==> src/rtl/sq_pkg.sv <==
package sq_pkg;
    typedef enum logic [1:0] {
        OP_PUSH = 2'd0,
        OP_POP  = 2'd1,
        OP_PEEK = 2'd2,
        OP_RSVD = 2'd3
    } sq_op_e;
endpackage

==> src/rtl/sq_ring.sv <==
// Circular store with simultaneous push/pop and a random-offset read port.
module sq_ring #(
    parameter int W     = 8,
    parameter int DEPTH = 4,
    localparam int IW   = (DEPTH > 1) ? $clog2(DEPTH) : 1,
    localparam int CW   = $clog2(DEPTH + 1)
) (
    input  logic          clk,
    input  logic          rst,
    input  logic          push_i,
    input  logic [W-1:0]  wdata_i,
    input  logic          pop_i,
    input  logic [IW-1:0] rd_off_i,
    output logic [W-1:0]  head_o,
    output logic [W-1:0]  rd_o,
    output logic [CW-1:0] cnt_o
);
    typedef struct packed {
        logic [IW-1:0] rd_ptr;
        logic [IW-1:0] wr_ptr;
        logic [CW-1:0] cnt;
    } ring_st_t;

    ring_st_t st_d, st_q;
    logic [W-1:0] mem [DEPTH];
    logic [IW:0]  off_sum;
    logic [IW-1:0] rd_idx;

    function automatic logic [IW-1:0] bump(input logic [IW-1:0] p);
        return (p == IW'(DEPTH - 1)) ? '0 : p + 1'b1;
    endfunction

    always_comb begin
        st_d = st_q;
        if (push_i) st_d.wr_ptr = bump(st_q.wr_ptr);
        if (pop_i)  st_d.rd_ptr = bump(st_q.rd_ptr);
        unique case ({push_i, pop_i})
            2'b10:   st_d.cnt = st_q.cnt + CW'(1);
            2'b01:   st_d.cnt = st_q.cnt - CW'(1);
            default: st_d.cnt = st_q.cnt;
        endcase
        off_sum = {1'b0, st_q.rd_ptr} + {1'b0, rd_off_i};
        if (off_sum >= (IW+1)'(DEPTH))
            off_sum = off_sum - (IW+1)'(DEPTH);
        rd_idx = off_sum[IW-1:0];
    end

    always_ff @(posedge clk) begin
        if (rst) st_q <= '0;
        else     st_q <= st_d;
    end

    always_ff @(posedge clk) begin
        if (push_i) mem[st_q.wr_ptr] <= wdata_i;
    end

    assign head_o = mem[st_q.rd_ptr];
    assign rd_o   = mem[rd_idx];
    assign cnt_o  = st_q.cnt;
endmodule

==> src/rtl/sq_top.sv <==
// Peekable FIFO: primary ring holds the oldest entries, backlog ring absorbs spill.
module sq_top #(
    parameter int W         = 8,
    parameter int PRI_DEPTH = 4,
    parameter int BKL_DEPTH = 4,
    localparam int TOT      = PRI_DEPTH + BKL_DEPTH,
    localparam int CW       = $clog2(TOT + 1)
) (
    input  logic          clk,
    input  logic          rst,
    input  logic          req_valid,
    output logic          req_ready,
    input  logic [1:0]    req_op,
    input  logic [W-1:0]  req_data,
    input  logic [CW-1:0] req_idx,
    output logic          rsp_valid,
    output logic          rsp_err,
    output logic [W-1:0]  rsp_data,
    output logic [CW-1:0] occupancy,
    output logic          full,
    output logic          empty
);
    import sq_pkg::*;

    localparam int PIW = (PRI_DEPTH > 1) ? $clog2(PRI_DEPTH) : 1;
    localparam int BIW = (BKL_DEPTH > 1) ? $clog2(BKL_DEPTH) : 1;
    localparam int PCW = $clog2(PRI_DEPTH + 1);
    localparam int BCW = $clog2(BKL_DEPTH + 1);

    typedef struct packed {
        logic         rsp_valid;
        logic         rsp_err;
        logic [W-1:0] rsp_data;
    } top_st_t;

    top_st_t st_d, st_q;

    logic           p_push, p_pop, b_push, b_pop;
    logic [W-1:0]   p_wdata;
    logic [PIW-1:0] p_off;
    logic [BIW-1:0] b_off;
    logic [W-1:0]   p_head, p_rd, b_head, b_rd;
    logic [PCW-1:0] p_cnt;
    logic [BCW-1:0] b_cnt;
    logic [CW-1:0]  total;
    logic           accept, p_full;
    sq_op_e         op;

    sq_ring #(.W(W), .DEPTH(PRI_DEPTH)) pri_i (
        .clk(clk), .rst(rst),
        .push_i(p_push), .wdata_i(p_wdata), .pop_i(p_pop),
        .rd_off_i(p_off), .head_o(p_head), .rd_o(p_rd), .cnt_o(p_cnt)
    );

    sq_ring #(.W(W), .DEPTH(BKL_DEPTH)) bkl_i (
        .clk(clk), .rst(rst),
        .push_i(b_push), .wdata_i(req_data), .pop_i(b_pop),
        .rd_off_i(b_off), .head_o(b_head), .rd_o(b_rd), .cnt_o(b_cnt)
    );

    always_comb begin
        total   = CW'(p_cnt) + CW'(b_cnt);
        p_full  = (p_cnt == PCW'(PRI_DEPTH));
        accept  = req_valid && !st_q.rsp_valid;
        op      = sq_op_e'(req_op);
        p_push  = 1'b0;
        p_pop   = 1'b0;
        b_push  = 1'b0;
        b_pop   = 1'b0;
        p_wdata = req_data;
        p_off   = PIW'(req_idx);
        b_off   = BIW'(req_idx - CW'(p_cnt));

        st_d           = st_q;
        st_d.rsp_valid = accept;
        if (accept) begin
            st_d.rsp_err  = 1'b0;
            st_d.rsp_data = '0;
            unique case (op)
                OP_PUSH: begin
                    if (total == CW'(TOT)) st_d.rsp_err = 1'b1;
                    else if (p_full)       b_push = 1'b1;
                    else                   p_push = 1'b1;
                end
                OP_POP: begin
                    if (total == '0) begin
                        st_d.rsp_err = 1'b1;
                    end else begin
                        p_pop         = 1'b1;
                        st_d.rsp_data = p_head;
                        if (b_cnt != '0) begin
                            // refill: oldest backlog entry joins primary tail
                            b_pop   = 1'b1;
                            p_push  = 1'b1;
                            p_wdata = b_head;
                        end
                    end
                end
                OP_PEEK: begin
                    if (req_idx >= total)             st_d.rsp_err  = 1'b1;
                    else if (req_idx < CW'(p_cnt))    st_d.rsp_data = p_rd;
                    else                              st_d.rsp_data = b_rd;
                end
                default: st_d.rsp_err = 1'b1;
            endcase
        end
    end

    always_ff @(posedge clk) begin
        if (rst) st_q <= '0;
        else     st_q <= st_d;
    end

    assign req_ready = !st_q.rsp_valid;
    assign rsp_valid = st_q.rsp_valid;
    assign rsp_err   = st_q.rsp_err;
    assign rsp_data  = st_q.rsp_data;
    assign occupancy = total;
    assign full      = (total == CW'(TOT));
    assign empty     = (total == '0);
endmodule

==> config.mk <==
export PLATFORM = sky130hd
export DESIGN_NAME = sq_top
export DESIGN_NICKNAME = d
export VERILOG_FILES = /design/src/rtl/sq_pkg.sv /design/src/rtl/sq_ring.sv /design/src/rtl/sq_top.sv
export SDC_FILE = /design/constraint.sdc
export NUM_CORES = 1
export LEC_CHECK = 0
export BUFFER_PORTS_ARGS = -buffer_cell sky130_fd_sc_hd__buf_2
export CAP_MARGIN = 15
export CORE_MARGIN = 1
export CORE_UTILIZATION = 54
export CTS_CLUSTER_SIZE = 10
export DETAILED_ROUTE_END_ITERATION = 7
export GPL_TIMING_DRIVEN = 0
export PLACE_DENSITY = 0.75
export SYNTH_ARGS = -nofsm -noshare
export SYNTH_HDL_FRONTEND = slang
export SYNTH_SLANG_ARGS = --single-unit
==> constraint.sdc <==
create_clock -name clk -period 2.8 [get_ports clk]
set_input_delay 0.28 -clock clk [delete_from_list [all_inputs] [get_ports clk]]
set_output_delay 0.28 -clock clk [all_outputs]
set_load 0.03 [all_outputs]
==> impl_metrics.tcl <==
set metrics [dict create \
    outcome "finished with violations" \
    violations "setup timing" \
    antenna_found_initial 0 \
    clkPwrFrac_pct 36.1 \
    diodes 0 \
    synth_top_area_cell "edfxtp_1" \
    ys_warn_count 0 \
    dieArea_um2 9070 \
    max_freq_mhz 352 \
    grt-ovfl-total 0 \
    fin_crit_ns 2.84 \
    final_area_um2 5660 \
    p_leak_nw 2.06 \
    synth_nets 390 \
    start_util_pct 56.6 \
    drv_slew 0 \
    ys.flop_type "edfxtp_1" \
    cts_tree "done" \
    synth-compound-area-share_pct 6.58 \
    synth_area_leaders "edfxtp_1 41%, dfxtp_1 12%, mux4_2 8.2%" \
    placed_area_um2 5080 \
    htreeDepth 3 \
    netlist.area_leader.share_pct 40.9 \
    share_comb_of_total_power_pct 10.7 \
    die_x_um 95.3 \
    ios 34 \
    critPathMaxStageDelay_ns 0.38 \
    ys_seq_elements 92 \
    core_um2 8300 \
    fillers 597 \
    dp_cells 479 \
    wirelength_um 9860 \
    synth-xor-area-share_pct 2.18 \
    grt_use_total_pct 23.3 \
    synth_edf_count 64 \
    muxShareOfSynthArea_pct 19.0 \
    yosys-top-cells-count "64 x edfxtp_1, 28 x dfxtp_1, 27 x ha_1, 23 x inv_1, 22 x nor2_1" \
    layout_setup_ws_ns -0.0435 \
    dr.pass1.iters 4 \
    synth_top_family_by_area "multiplexers" \
    clockRootBuffer "clkbuf_8" \
    syn_to_final_growth_pct 20.5 \
    hold_class "primary input to flip-flop" \
    numPortBuffers 32 \
    cp-start-kind "flip-flop" \
    place_congestion 0.777 \
    numCtsBuffers 9 \
    dpl.hpwl_um 6550 \
    final-setup-viol-count 1 \
    met1_usage_pct 29.6 \
    p_sw_share_pct 23.8 \
    clkLatencyLatePin_ns 0.37 \
    p_int_mw 2.11 \
    use_met2_pct 39.6 \
    cp_max_fo 4 \
    drc 0 \
    top_usage_layer "met2" \
    finClkSkew_ns 0.0109 \
    vias 3012 \
    setup_total_negative_slack_ns -0.0435 \
    path_clk_slew_ns 0.09 \
    grt_pass1_vias 3017 \
    synth_area_um2 4700 \
    p_switching_uw 659 \
    worstPathRequired_ns 3.09 \
    synth_cells 342 \
    synth.most_common_cell "edfxtp_1" \
    seqPwrFrac_pct 53.2 \
    wl_per_cell_um 19.1 \
    syn_avg_cell_area_um2 13.7 \
    ys_async_sr_fraction_pct 0 \
    tightest_slew_ns 0.882 \
    crit_type "flip-flop to flip-flop" \
    synthAdderAreaFrac_pct 8.90 \
    arrival_ns 3.14 \
    postCtsHoldBufs 0 \
    worst_hold_slack_ns 0.142 \
    critPathTopFamily "adder cells" \
    viasPerCell 5.83 \
    clock_sinks 92 \
    die_h_um 95.3 \
    yosysSeqAreaShare_pct 52.9 \
    endpoint_kind "flip-flop" \
    powerDensity_nw_per_um2 489 \
    ys_types 41 \
    synth-simple-area-share_pct 7.46 \
    ir_worst_vdd_v 0.000289 \
    slew_headroom_pct 41.2 \
    clockBufferDepth 2 \
    p_total_mw 2.77 \
    num_rows 33 \
    path_cells "ha_4 -> fa_2 -> xor2_4 -> or3_4 -> o21ai_4 -> nand2_4 -> inv_4 -> ha_4 -> inv_2 -> fa_2 -> xor2_1 -> or3_1 -> a21oi_1" \
    rsz0062_at_grt "yes" \
    grt_pass1_wl_um 15100 \
    fin_nets 455 \
    hold_viol_final 0 \
    max_cap_violations 0 \
    grt_max_degree 18 \
    slowest_stage "or3_4" \
    drive_gt1_share_pct 38.3 \
    fin_cells 517 \
    ant_nets 0 \
    grt_use_met3_pct 3.83 \
    period_share_pct 102 \
    crit_buf_inv 2 \
    drt_iter0_markers 147 \
]
## worst register-to-register path: cells and delay by family, from the launching register on
family	cells	cell delay (ns)
fa+ha+maj	4	0.99
simple gates	3	0.75
flops	1	0.37
xor+xnor	2	0.33
compound gates	2	0.22
buf+inv	2	0.10
## final timing paths
kind	from	end	slack, ns	cells past startpoint
worst max-delay path	bkl_i.cnt_o[0]$_SDFFE_PP0P_	pri_i.cnt_o[2]$_SDFFE_PP0P_	-0.04	13
worst min-delay path	req_data[0]	bkl_i.mem[3][0]$_DFFE_PP_	0.14	1
worst max register to register	bkl_i.cnt_o[0]$_SDFFE_PP0P_	pri_i.cnt_o[2]$_SDFFE_PP0P_	-0.04	13
worst min register to register	rsp_data[2]$_SDFFE_PP0P_	rsp_data[2]$_SDFFE_PP0P_	0.49	2
## power by group through the flow
stage	Combinational (mW)	Sequential, mW	Clock [mW]
3_3_place_gp	0.235	1.51	0
4_1_cts	0.273	1.47	1.00
5_1_grt	0.320	1.48	1.06
3_5_place_dp	0.240	1.51	0
6_report	0.296	1.47	0.998
2_1_floorplan	0.164	1.51	0
## metal layers
| layer | vias to the layer above | wire length (um) |
|---|---|---|
| met4 | 0 | 185 |
| li1 | 1418 | - |
| met2 | 80 | 5030 |
| met3 | 17 | 479 |
| met5 | - | 0 |
| met1 | 1497 | 4160 |
## sequential cells by signal, summed over array words and instances, names as in the netlist, named ones only
register	flops
bkl_i.st_q	4
rsp_data	8
pri_i.mem	32
pri_i.st_q	4
bkl_i.mem	32
pri_i.cnt_o	3
rsp_err	1
rsp_valid	1
bkl_i.cnt_o	3
## metrics by stage
step	utilization (%)	worst slack (ns)
floorplan	-	-0.0586
global placement	61.3	-0.456
detailed placement	61.3	-0.530
CTS	66.3	-0.0864
global route	68.2	-0.131
finish	68.2	-0.0435
## repair_timing
action / CTS / global route
buffers inserted: 14 / 10
setup endpoints to repair: 12 / 37
resized for setup: 15 / 28
pin swaps: 8 / 12
## layout by cell type (no fill, tap or decap), types with 9 or more instances in the layout
master	netlist	layout
clkbuf_8	0	9
ha_1	27	22
dfxtp_1	28	23
inv_1	23	16
and2_1	9	9
buf_2	3	33
a21oi_1	11	9
nand2_1	19	18
mux2_2	18	18
nor2_1	22	22
buf_4	0	22
mux4_2	17	23
mux2i_1	15	14
edfxtp_1	64	64
## kinds of logic (layout without fill, tap and decap cells)
kind of cell | Yosys count | count (layout)
compound gates | 44 | 44
xor+xnor | 10 | 10
fa+ha+maj | 31 | 31
buf+inv | 36 | 106
flops | 92 | 92
mux | 56 | 56
simple gates | 73 | 73
## layout make-up
class / instances / area (um2) / area share (%)
sequential: 92 / 2490 / 44.1
buffer: 11 / 47.5 / 0.840
clock inverter: 6 / 93.8 / 1.66
tap: 105 / 131 / 2.32
multi-input combinational: 214 / 2310 / 40.8
timing repair buffer: 56 / 365 / 6.46
inverter: 23 / 92.6 / 1.64
clock buffer: 10 / 128 / 2.26
Power figures use the tool's default switching activity.
